==> config.mk <==
export PLATFORM = sky130hd
export DESIGN_NAME = btmr_top
export DESIGN_NICKNAME = d
export VERILOG_FILES = /design/src/rtl/btmr_pkg.sv /design/src/rtl/btmr_tick_gen.sv /design/src/rtl/btmr_decode.sv /design/src/rtl/btmr_counter.sv /design/src/rtl/btmr_irq.sv /design/src/rtl/btmr_top.sv
export SDC_FILE = /design/constraint.sdc
export NUM_CORES = 1
export LEC_CHECK = 0
export BUFFER_PORTS_ARGS = -buffer_cell sky130_fd_sc_hd__buf_2
export CORE_AREA = 2 2 51 53
export DETAILED_ROUTE_END_ITERATION = 16
export DIE_AREA = 0 0 53 55
export PLACE_DENSITY = 0.78
export SETUP_SLACK_MARGIN = 0.3
export SYNTH_ARGS = -nofsm -noshare
export SYNTH_HDL_FRONTEND = slang
export SYNTH_HIERARCHICAL = 1
export SYNTH_SLANG_ARGS = --single-unit
==> constraint.sdc <==
create_clock -name clk_i -period 1.5 [get_ports clk_i]
set_input_delay 0.45 -clock clk_i [delete_from_list [all_inputs] [get_ports clk_i]]
set_output_delay 0.45 -clock clk_i [all_outputs]
set_load 0.05 [all_outputs]
==> src/rtl/btmr_pkg.sv <==
package btmr_pkg;
  localparam int unsigned BUS_AW = 16;
  localparam logic [BUS_AW-1:0] PRESET_ADDR = 16'h00C0;
  localparam logic [BUS_AW-1:0] CTRL_ADDR   = 16'h00C1;
  localparam logic [BUS_AW-1:0] CLR_ADDR    = 16'h00C2;
  localparam logic [BUS_AW-1:0] IRQ_VECTOR  = 16'hFFFE;

  typedef struct packed {
    logic preset;
    logic ctrl;
    logic clr;
  } wr_sel_t;
endpackage

==> src/rtl/btmr_tick_gen.sv <==
module btmr_tick_gen #(
  parameter int unsigned DIV_W = 2
) (
  input  logic clk_i,
  input  logic rst_ni,
  output logic cpu_ce_o,
  output logic tick_o
);
  logic [DIV_W-1:0] div_q;

  always_ff @(posedge clk_i or negedge rst_ni) begin
    if (!rst_ni) div_q <= '0;
    else         div_q <= div_q + 1'b1;
  end

  // half rate from LSB, full divide when all bits set
  assign cpu_ce_o = div_q[0];
  assign tick_o   = &div_q;
endmodule

==> src/rtl/btmr_decode.sv <==
module btmr_decode
  import btmr_pkg::*;
#(
  parameter int unsigned          AW     = 16,
  parameter logic [AW-1:0]        A_PRE  = '0,
  parameter logic [AW-1:0]        A_CTRL = '0,
  parameter logic [AW-1:0]        A_CLR  = '0
) (
  input  logic          we_i,
  input  logic [AW-1:0] addr_i,
  output wr_sel_t       sel_o
);
  always_comb begin
    sel_o.preset = we_i && (addr_i == A_PRE);
    sel_o.ctrl   = we_i && (addr_i == A_CTRL);
    sel_o.clr    = we_i && (addr_i == A_CLR);
  end
endmodule

==> src/rtl/btmr_counter.sv <==
module btmr_counter #(
  parameter int unsigned CNT_W = 8
) (
  input  logic             clk_i,
  input  logic             rst_ni,
  input  logic             tick_i,
  input  logic             preset_i,
  input  logic             ctrl_i,
  input  logic [CNT_W-1:0] wdata_i,
  output logic [CNT_W-1:0] count_o,
  output logic             run_n_o,
  output logic             ovf_o
);
  logic [CNT_W-1:0] cnt_q;
  logic             run_n_q;
  logic             step;

  assign step = tick_i && !run_n_q;

  always_ff @(posedge clk_i or negedge rst_ni) begin
    if (!rst_ni)       run_n_q <= 1'b1;
    else if (ctrl_i)   run_n_q <= wdata_i[0];
  end

  // load beats increment
  always_ff @(posedge clk_i or negedge rst_ni) begin
    if (!rst_ni)        cnt_q <= '0;
    else if (preset_i)  cnt_q <= wdata_i;
    else if (step)      cnt_q <= cnt_q + 1'b1;
  end

  assign ovf_o   = step && !preset_i && (&cnt_q);
  assign count_o = cnt_q;
  assign run_n_o = run_n_q;
endmodule

==> src/rtl/btmr_irq.sv <==
module btmr_irq (
  input  logic clk_i,
  input  logic rst_ni,
  input  logic set_i,
  input  logic clr_i,
  input  logic ie_i,
  output logic pend_o,
  output logic irq_o
);
  logic pend_q;

  // set has priority so a coincident overflow is kept
  always_ff @(posedge clk_i or negedge rst_ni) begin
    if (!rst_ni)     pend_q <= 1'b0;
    else if (set_i)  pend_q <= 1'b1;
    else if (clr_i)  pend_q <= 1'b0;
  end

  assign pend_o = pend_q;
  assign irq_o  = pend_q && ie_i;
endmodule

==> src/rtl/btmr_top.sv <==
module btmr_top
  import btmr_pkg::*;
#(
  parameter int unsigned         CNT_W  = 8,
  parameter int unsigned         DIV_W  = 2,
  parameter int unsigned         AW     = BUS_AW,
  parameter logic [AW-1:0]       A_PRE  = PRESET_ADDR,
  parameter logic [AW-1:0]       A_CTRL = CTRL_ADDR,
  parameter logic [AW-1:0]       A_CLR  = CLR_ADDR,
  parameter logic [AW-1:0]       VEC    = IRQ_VECTOR
) (
  input  logic             clk_i,
  input  logic             rst_ni,
  input  logic             we_i,
  input  logic [AW-1:0]    addr_i,
  input  logic [CNT_W-1:0] wdata_i,
  input  logic             tmr_ie_i,
  output logic             cpu_ce_o,
  output logic             tick_o,
  output logic [CNT_W-1:0] count_o,
  output logic             irq_o,
  output logic [AW-1:0]    vector_o
);
  wr_sel_t sel;
  logic    tick;
  logic    run_n;
  logic    ovf;
  logic    pend;

  btmr_tick_gen #(.DIV_W(DIV_W)) u_tick (
    .clk_i   (clk_i),
    .rst_ni  (rst_ni),
    .cpu_ce_o(cpu_ce_o),
    .tick_o  (tick)
  );

  btmr_decode #(.AW(AW), .A_PRE(A_PRE), .A_CTRL(A_CTRL), .A_CLR(A_CLR)) u_dec (
    .we_i  (we_i),
    .addr_i(addr_i),
    .sel_o (sel)
  );

  btmr_counter #(.CNT_W(CNT_W)) u_cnt (
    .clk_i   (clk_i),
    .rst_ni  (rst_ni),
    .tick_i  (tick),
    .preset_i(sel.preset),
    .ctrl_i  (sel.ctrl),
    .wdata_i (wdata_i),
    .count_o (count_o),
    .run_n_o (run_n),
    .ovf_o   (ovf)
  );

  btmr_irq u_irq (
    .clk_i (clk_i),
    .rst_ni(rst_ni),
    .set_i (ovf),
    .clr_i (sel.clr && wdata_i[0]),
    .ie_i  (tmr_ie_i),
    .pend_o(pend),
    .irq_o (irq_o)
  );

  assign tick_o   = tick;
  assign vector_o = VEC;
endmodule

Word-level counts from Yosys, hierarchy flattened --
Index checks and enable logic that the tools add are counted.
Storage, ports and cells: register bits 12, output and inout bits 27, logic and storage cells 27
Operators by class: reduce and logical (&&, ||, !) cells 14, muxes and demuxes 4, equality and inequality tests 3, $add $sub $neg 2
Operators by type and width (number):
- equality test 16 x 8 -> 1 bit, second input constant | 3
- two-way mux 8 bit | 2
- adder 8 x 1 -> 8 bit, second input constant | 1
- logical AND 1 bit | 8
- AND reduction 8 bit | 1
- nonzero test 2 bit | 2
- adder 2 x 1 -> 2 bit, second input constant | 1
- zero test 1 bit | 2
- two-way mux 1 bit | 2
- AND reduction 2 bit | 1

Longest topological paths before layout --
Gate-level depths: netlist (run 1).
depth after elaboration 6, depth in mapped cells 8, gate-level depth less buffers 7

Cells and area by module --
Netlist (run 1), hierarchy kept.
Modules (own cells, without submodules):
- btmr_counter | area each 505.5 µm², cells an instance 52, instances 1, sequential area each 226.5 µm²
- btmr_top | area each 133.9 µm², cells an instance 19, instances 1, sequential area each 0.0 µm²
- btmr_decode | area each 101.3 µm², cells an instance 8, instances 1, sequential area each 0.0 µm²
- btmr_tick_gen | area each 66.3 µm², cells an instance 4, instances 1, sequential area each 50.0 µm²
- btmr_irq | area each 42.5 µm², cells an instance 4, instances 1, sequential area each 25.0 µm²

Worst setup path after synthesis (run 1) --
Ideal clock, no wire load.
path type register to register, start register u_tick.div_q[0], end register u_cnt.cnt_q[6], in the netlist u_cnt/count_o[6], data arrival time 2.118 ns, path buffers 0, setup slack -0.700 ns, data required time 1.418 ns, stages on the path, launching flop included 5, clock period less this slack 2.200 ns, path through dfrtp_1 ha_1 nand3b_1 or4_1 a31oi_1
On the way: cells in the longest elaborated chain, start to end 3
RTL lines:
- start: declaration | RTL line btmr_tick_gen.sv:9 | logic [DIV_W-1:0] div_q;
- start signal: assignment | RTL line btmr_tick_gen.sv:13 | else div_q <= div_q + 1'b1;
- AND reduction 2 bit | RTL line btmr_tick_gen.sv:18 | assign tick_o = &div_q;
- net tick_o | RTL line btmr_top.sv:19 | output logic tick_o,
- logical AND 1 bit | RTL line btmr_counter.sv:18 | assign step = tick_i && !run_n_q;
- nonzero test 2 bit (no line)
- end signal: assignment | RTL line btmr_counter.sv:28 | else if (preset_i) cnt_q <= wdata_i;
- end signal: assignment | RTL line btmr_counter.sv:29 | else if (step) cnt_q <= cnt_q + 1'b1;
- end: declaration | RTL line btmr_counter.sv:14 | logic [CNT_W-1:0] cnt_q;
The timed path passes the listed nets, and every way through them passes these cells. A chain may end at the register's enable or synchronous reset.

Worst setup path after layout (run 1) --
start register u_tick.div_q[0], end output port tick_o
On the way: cells in the longest elaborated chain, start to end 1
RTL lines (RTL line):
- AND reduction 2 bit | btmr_tick_gen.sv:18
- end: declaration | btmr_top.sv:19
Every way passes these cells.

==> results.txt, run 1 <==
The run finished with clean final reports. The source-to-sink clock delay at the later pin of the worst-skew pair was 0.29 ns. The final cycle utilization of the critical path was 99.0%. Area share of the leading cell type in the synthesized netlist: 32.4%. On the worst path, the slowest cell contributes a delay of 0.43 ns. For flop-to-flop paths, the worst setup slack is 0.07 ns. The via count is 804, and the count of routing violations after the opening detailed-route iteration is 5. The highest clock frequency the design can meet is 0.673 GHz.

In this run the critical register-to-register path is captured at u_cnt/count_o[4]. In this run the critical register-to-register path is launched from u_cnt/count_o[0]. Before CTS, the worst setup slack after placement is -0.268 ns. At the end of routability-driven placement, the weighted congestion stood at 0.796.

Clock-pin slew was measured on the worst setup and hold paths at 0.09 ns. Dividing the detail-routed via count by the number of cells gives 4.65. The synthesized netlist occupies a cell area of 850 µm². Clock tree synthesis selected as its root buffer the cell sky130_fd_sc_hd__clkbuf_4. For the number of antenna violations at the first check in global routing, the log shows 0. The floorplan step set the die width to 53 µm. For the number of unique standard cell types used by synthesis, the log shows 32. After detailed routing, the total wire length is 2340 µm. The count of flip-flops with a built-in enable after synthesis is 0. For this run, the total global-route usage over all layers was measured as 17.1%. Data on the critical path is required at its endpoint by 1.05 ns. For this run, the register share of the synthesized area comes to 35.5%. Dividing total power by cell area gives a power density of 526 nW/µm². The floorplan step defined a die boundary enclosing 2920 µm². From bottom edge to top edge, the die measures 55 µm. For this design the static power due to leakage is 0.654 nW. Entering global routing, the biggest net connects 13 pins.

The run gives 0 ns as the setup total negative slack. Walking the worst path, the cells encountered are ha_4 -> buf_8. Fill cells in the final layout number 217.

The number of max-slew violations in the final report is 0. In the synthesized netlist the dominant register cell turns out to be sky130_fd_sc_hd__dfrtp_1. The critical path is of the flip-flop to output pin type. The most repeated cell in the gate-level netlist after synthesis was sky130_fd_sc_hd__buf_4. The hold violation total from the final report came out at 0. For the number of H-tree levels, the log shows 1. In this run the worst setup path begins at u_tick/div_q[0].

The first global-routing pass estimated 3540 µm of wire. Detailed-route DRC error count: 0. In this run the count of I/O pins placed on the die edge is 55. The total clock sinks came out at 12. Between clock sinks in the finished design, the worst skew comes to 0.0151 ns. For the number of global-route vias before repair, the log shows 790. The critical path endpoint category is an output pin. After layout, the worst setup slack is 0.0150 ns. Net total in the final layout: 174.

The smallest clock period supported by the final layout is computed as 1.49 ns. Setup repair after global routing could not meet its margin everywhere. Slowest stage cell on the critical path: sky130_fd_sc_hd__dfrtp_2. The initialized floorplan defines 18 standard-cell rows. Along the worst path, the maximum fanout reaches 4.

The data arrival at the endpoint of the critical path came out at 1.04 ns. Setup violations remaining at the end of the flow were counted as 0. The global route total overflow came out at 0.

In the final layout, the share of cells above drive strength 1 is 64.3%. STA classifies the critical path startpoint as a flip-flop. The share of flip-flops with an asynchronous set or reset after synthesis was 100%.

The clock tree buffer depth was 2. The growth of design area from synthesis to finish works out to 74.4%. After synthesis, the cell types taking the most area are sky130_fd_sc_hd__dfrtp_1, sky130_fd_sc_hd__buf_4, sky130_fd_sc_hd__or4_1, sky130_fd_sc_hd__nand2_1, sky130_fd_sc_hd__dfstp_2. Across the run, the number of max-cap violations was 0. The commonest cells after synthesis are sky130_fd_sc_hd__buf_4, sky130_fd_sc_hd__dfrtp_1, sky130_fd_sc_hd__nand2_1, sky130_fd_sc_hd__inv_1, sky130_fd_sc_hd__or4_1.

The repair_antennas step left the layout with diodes totalling 0. The run gives 2360 µm² as the core region area. After clock tree synthesis, the flow added hold-fix buffers numbering 0. The tightest min-delay check is of the input port to async pin type. The logs give 87 for the cell count after synthesis and 35.9% for the effective utilization at floorplan.

The run gives 3 as the number of buffers added by the clock tree synthesis step. Yosys printed 6 warnings. The count of nets left with antenna violations once routing finished came out at 0. After detailed placement, the design holds a cell count of 158. The first detailed-routing pass ran for 4 iterations. IR analysis of the VDD net gives a maximum drop of 468 µV. The critical path ends at tick_o.

Buffers placed on the I/O ports in this run total 38. The wire length per cell is 13.5 µm, and the number of cells traversed by the worst register-to-register path is 5. Synthesis-stage register bit count: 12. The run gives 1480 µm as the estimated wirelength of the detail-placed design.

The average cell area after synthesis works out to 9.77 µm². The finished layout holds 173 standard cells, fillers aside. TritonCTS built the clock tree. The synthesized design spends more area on one cell type than any other, namely sky130_fd_sc_hd__dfrtp_1.
## layout make-up
type                    instances  area, µm²  area share [%]
flip-flops and latches         12        308            20.8
clock buffers                   4       36.3            2.45
multi-input cells              67        612            41.3
well taps                      30       37.5            2.53
inverters                       5       26.3            1.77
repair buffers                 55        462            31.2
## state kept, by name, indices dropped and copies added (netlist names)
| register | count |
|---|---|
| u_cnt/count_o | 8 |
| u_cnt/run_n_o | 1 |
| u_irq/pend_o | 1 |
| u_tick/div_q | 2 |
## report_power, final
group          internal (mW)  leakage [nW]  switching [mW]
Combinational         0.0519         0.499           0.133
Sequential             0.325         0.135         0.00277
Clock                  0.148        0.0210           0.119
## worst min-delay path by stage
stage	from	endpoint	slack, ns	depth (start not counted)
final	rst_ni	u_cnt/count_o[0]	0.02	1
after global routing	rst_ni	u_cnt/count_o[0]	0.03	1
after CTS	rst_ni	u_cnt/count_o[4]	0.03	1
after detailed placement	rst_ni	u_cnt/count_o[3]	0.34	1
after global placement	rst_ni	u_tick/div_q[1]	0.34	1
after floorplan	rst_ni	u_cnt/count_o[0]	0.15	0
## stage by stage
step	util, %	power, mW	instance area, µm²	hold WS (ns)
5_1_grt	62.6	0.817	1480	0.0274
4_1_cts	57.2	0.781	1350	0.0317
3_5_place_dp	46.5	0.499	1100	0.345
6_report	62.6	0.779	1480	0.0234
2_1_floorplan	-	0.477	960	0.154
3_3_place_gp	46.5	0.498	1100	0.340
## per-layer routing
layer | GRT usage (%) | vias up | wire (µm)
li1 | - | 390 | -
met1 | 16.4 | 375 | 793
met2 | 33.3 | 34 | 1350
met3 | 6.99 | 5 | 170
met4 | 5.13 | 0 | 25
met5 | 0 | - | 0
## layout by cell type, fill, tap and decap left out, drive strengths merged
| master | n |
|---|---|
| a31oi | 2 |
| conb | 16 |
| dfrtp | 11 |
| xnor2 | 2 |
| nor3b | 3 |
| clkbuf | 4 |
| nor4 | 2 |
| inv | 5 |
| nand3b | 1 |
| nor4b | 2 |
| a21o | 1 |
| ha | 2 |
| mux2i | 1 |
| dfstp | 1 |
| mux2 | 1 |
| nor2 | 2 |
| o21ai | 3 |
| nand4 | 1 |
| or4 | 5 |
| nand2 | 9 |
| nand3 | 4 |
| o211ai | 3 |
| nor2b | 1 |
| buf | 55 |
| and2 | 2 |
| nor3 | 1 |
| o31ai | 2 |
| nand4b | 1 |
## what timing repair did
action / CTS / global route
endpoints found under the setup margin: 21 / 21
resized for setup: 41 / 28
pin swaps: 13 / 5
buffers inserted: 10 / 1
## kinds of logic (layout without fill, tap and decap cells)
kind of cell | after synthesis | count (layout) | share of synthesized area, %
simple gates | 34 | 34 | 30.8
other cells | 2 | 16 | 0.884
buf+inv | 22 | 64 | 16.8
fa+ha+maj | 2 | 2 | 2.95
mux | 2 | 2 | 2.50
xor+xnor | 2 | 2 | 2.06
flops | 12 | 12 | 35.5
compound gates | 11 | 11 | 8.54
## worst max-delay path, delay by kind of cell, from the launching register on
| kind | cells | cell delay (ns) |
|---|---|---|
| flops | 1 | 0.43 |
| buf+inv | 1 | 0.15 |
| fa+ha+maj | 1 | 0.19 |
Power figures use the tool's default switching activity.
==> inputs of run 2 (changes only) <==
--- a/config.mk
+++ b/config.mk
@@ -5,11 +5,12 @@
 export SDC_FILE = /design/constraint.sdc
 export NUM_CORES = 1
 export LEC_CHECK = 0
+export ABC_AREA = 1
 export BUFFER_PORTS_ARGS = -buffer_cell sky130_fd_sc_hd__buf_2
-export CORE_AREA = 2 2 51 53
+export CORE_AREA = 2 2 54 56
 export DETAILED_ROUTE_END_ITERATION = 16
-export DIE_AREA = 0 0 53 55
-export PLACE_DENSITY = 0.78
+export DIE_AREA = 0 0 56 58
+export PLACE_DENSITY = 0.76
 export SETUP_SLACK_MARGIN = 0.3
 export SYNTH_ARGS = -nofsm -noshare
 export SYNTH_HDL_FRONTEND = slang
==> run 2 against run 1 <==
Against the previous run:
- total power decreased by 1.2%
- via count is 31% higher
- combinational power shrank 4%
- global-route usage down 1.3 points
- maximum frequency is 1.3% higher
- critical endpoint unchanged
==> results.txt, run 2 <==
The area of the die was 3250 µm² (+11%). The cell count after synthesis is 142 (+63%), and the area share of the leading cell type in the synthesized netlist is 28.3% (-4.1 points). The pin count of the biggest net entering global routing was 13 (unchanged); the setup total negative slack was 0 ns (unchanged).

The tools report the global-route wire length before repair as 4060 µm (+15%). The core region area was 2660 µm² (+13%); the highest clock frequency the design can meet was 0.682 GHz (+1.3%). For the worst-case vdd ir drop, the log shows 419 µV (-10%). The run gives 0 (unchanged) as the antenna diode instance count. The static leakage power was 0.871 nW (+33%); the count of filler cells inserted in the layout was 211 (-2.8%). Summed over all instances, the cell type with the most area after synthesis is sky130_fd_sc_hd__dfrtp_1. For the number of buffers added by the clock tree synthesis step, the log shows 3 (unchanged). The flow ran to the end, and the final reports show no timing, DRC or antenna violations. The number of input and output port buffers inserted is 38 (unchanged). sky130_fd_sc_hd__nand2_1 is the most common cell in the netlist.

The tools report the detailed-route DRC error count as 0 (unchanged). For the source-to-sink clock delay at the later pin of the worst-skew pair, the log shows 0.28 ns (about the same). For the number of unique standard cell types used by synthesis, the log shows 24 (-25%). Sorting the synthesized cells by area gives the leading types as sky130_fd_sc_hd__dfrtp_1, sky130_fd_sc_hd__nand2_1, sky130_fd_sc_hd__buf_4, sky130_fd_sc_hd__inv_1, sky130_fd_sc_hd__nand3_1.

Global routing usage summed across all routing layers: 15.8% (-1.3 points). The critical path is of the flip-flop to output pin type. Total clock sinks: 12 (unchanged). The hold violation total from the final report is 0 (unchanged), and the number of max-slew violations in the final report is 0 (unchanged). The summed area of non-filler cells in the final layout is 1650 µm² (+11%), and the growth of design area from synthesis to finish is 69.4%. Leaving out fill and tap cells, the most frequent cell in the layout is sky130_fd_sc_hd__nand2_1.

The logs give 974 (+23%) for the number of global-route vias before repair and 0 (unchanged) for the global route total overflow. The floorplan row count is 19 (+1). The via count is 1054 (+31%). The clock-pin slew on the worst setup and hold paths is 0.09 ns (about the same), and the total power is 0.770 mW (-1.2%). The synthesis-stage register bit count was 12 (unchanged); the share of the yosys chip area belonging to registers was 31.0% (-4.5 points).

The detailed-routing iteration count for the pre-antenna-repair pass came out at 4 (unchanged). The root buffer cell chosen for the clock tree is sky130_fd_sc_hd__clkbuf_4. The wire length per cell is 11.8 µm (-13%), and the number of antenna violations at the first check in global routing is 0 (unchanged). By count the netlist is led by sky130_fd_sc_hd__nand2_1, sky130_fd_sc_hd__inv_1, sky130_fd_sc_hd__buf_4, sky130_fd_sc_hd__nand3_1, sky130_fd_sc_hd__nor2_1.

The run gives 0 (unchanged) as the final-report setup violation count. The final weighted congestion in routability-driven placement was 0.795 (about the same); the largest driver fanout on the critical path was 2 (-2). The fraction of layout instances using a drive strength above 1 is 56.7% (-7.6 points). In this run the critical register-to-register path is captured at u_cnt/count_o[0]. The startpoint identified for the worst register-to-register timing path is u_tick/div_q[0]. The tools report the post-detailed-route count of antenna-violating nets as 0 (unchanged). The number of H-tree levels came out at 1 (unchanged). The data arrival at the endpoint of the critical path was 1.02 ns (-0.02 ns); the setup slack at placement was -0.116 ns (+0.153 ns). The die extent in x was 56 µm (+5.7%). Number of buffers inserted by hold repair at cts: 0 (unchanged). Multi-input gate area in the final layout: 672 µm² (+9.8%). The run gives 0.0341 ns (+0.0191 ns) as the least setup slack across all paths after layout. The required time at the worst-slack endpoint was 1.05 ns (about the same); the final period demand of the worst path was 1.47 ns (-0.0191 ns). The worst setup path is captured at an output pin.

The share of flip-flops with an asynchronous set or reset after synthesis was 100% (unchanged); the number of cells traversed by the worst register-to-register path was 6 (+1). In this run the worst hold path is classified as input port to async pin. The setup slack on the worst flop-to-flop path was 0.22 ns (+0.15 ns); the aggregate routed wire length was 2730 µm (+17%).

The count of flip-flops with a built-in enable after synthesis is 0 (unchanged). In the layout the commonest cells are sky130_fd_sc_hd__nand2_1, sky130_fd_sc_hd__buf_2, sky130_fd_sc_hd__buf_4, sky130_fd_sc_hd__inv_1, sky130_fd_sc_hd__conb_1. The worst setup path is launched from a flip-flop. The count of routing violations after the opening detailed-route iteration is 36 (+31), and the net total in the final layout is 232 (+33%). The die height is 58 µm (+5.5%), and the post-place instance area is 1210 µm² (+10%). The average cell area after synthesis was 6.86 µm² (-30%); the worst slack on hold paths was 0.0323 ns (+0.00892 ns).

The area occupied by registers came out at 307 µm² (-0.41%). The tools report the number of violations of the max-capacitance limit as 0 (unchanged). The number of flip-flops in the largest register works out to 8 (unchanged).

For the effective utilization at floorplan, the log shows 36.6% (+0.63 points). The run gives 55 (unchanged) as the number of top-level pins. The area of the mapped netlist was 973 µm² (+15%). TritonCTS built the clock tree.

The final cycle utilization of the critical path is 97.7% (-1.3 points). The tools report the clock tree buffer depth as 2 (unchanged). Setup repair after global routing could not meet its margin everywhere. The via count normalized by instance count was 4.54 (-2.2%). In the synthesized netlist the dominant register cell turns out to be sky130_fd_sc_hd__dfrtp_1.

The power density normalized to cell area works out to 467 nW/µm² (-11%). The estimated wirelength of the detail-placed design was 1640 µm (+10%). The logs give 0.00628 ns (-0.00884 ns) for the worst clock skew and 6 (unchanged) for the total of warnings raised by yosys.
-- run 2: power by group --
part           total, mW  switching (mW)  internal (mW)
Sequential         0.324        0.000543          0.324
Clock              0.267           0.120          0.148
Combinational      0.178           0.126         0.0521
-- run 2: what timing repair did --
action                     CTS  global route
resized for setup           30            46
setup endpoints to repair   20            21
pin swaps                   11            16
setup buffers               13             2
hold endpoints to repair     0             0
-- run 2: layout make-up --
class | count | share of cell area, %
multi-input combinational | 104 | 40.7
timing repair buffer | 58 | 29.4
sequential | 12 | 18.6
inverter | 23 | 6.68
tap | 31 | 2.35
clock buffer | 4 | 2.20
-- run 2: cell families after synthesis --
family | after synthesis | synth area share [%]
AO/OA/AOI/OAI | 6 | 4.37
adder cells (fa/ha/maj) | 2 | 2.57
buffers and inverters | 40 | 23.4
flip-flops | 12 | 31.0
other | 2 | 0.771
AND/OR/NAND/NOR | 80 | 37.9
-- run 2: worst max-delay path by stage --
| stage | start | endpoint | slack [ns] |
|---|---|---|---|
| floorplan | addr_i[9] | u_cnt/count_o[5] | 0.05 |
| global placement | addr_i[9] | u_cnt/count_o[6] | -0.11 |
| detailed placement | addr_i[9] | u_cnt/count_o[5] | -0.12 |
| CTS | u_tick/div_q[0] | tick_o | 0.03 |
| global route | u_tick/div_q[0] | tick_o | -0.01 |
| finish | u_tick/div_q[0] | tick_o | 0.03 |
-- run 2: layer usage --
metal	routed length, µm	GRT usage (%)	share of wire, %	vias to the layer above
li1	-	-	-	517
met1	1100	18.7	40	496
met2	1440	27.9	53	38
met3	167	2.46	6.1	3
met4	23	7.82	0.84	0
met5	0	0	0	-
-- run 2: through the flow --
stage,cells,utilization [%]
after floorplan,156,-
after global placement,213,45.6
after detailed placement,213,45.6
after CTS,230,54.6
after global routing,232,61.9
final,232,61.9
-- run 2: worst max-delay path, cell delays in order (launching register included) --
cell                      delay [ns]
sky130_fd_sc_hd__dfrtp_2        0.43
sky130_fd_sc_hd__ha_4           0.17
sky130_fd_sc_hd__buf_8          0.14
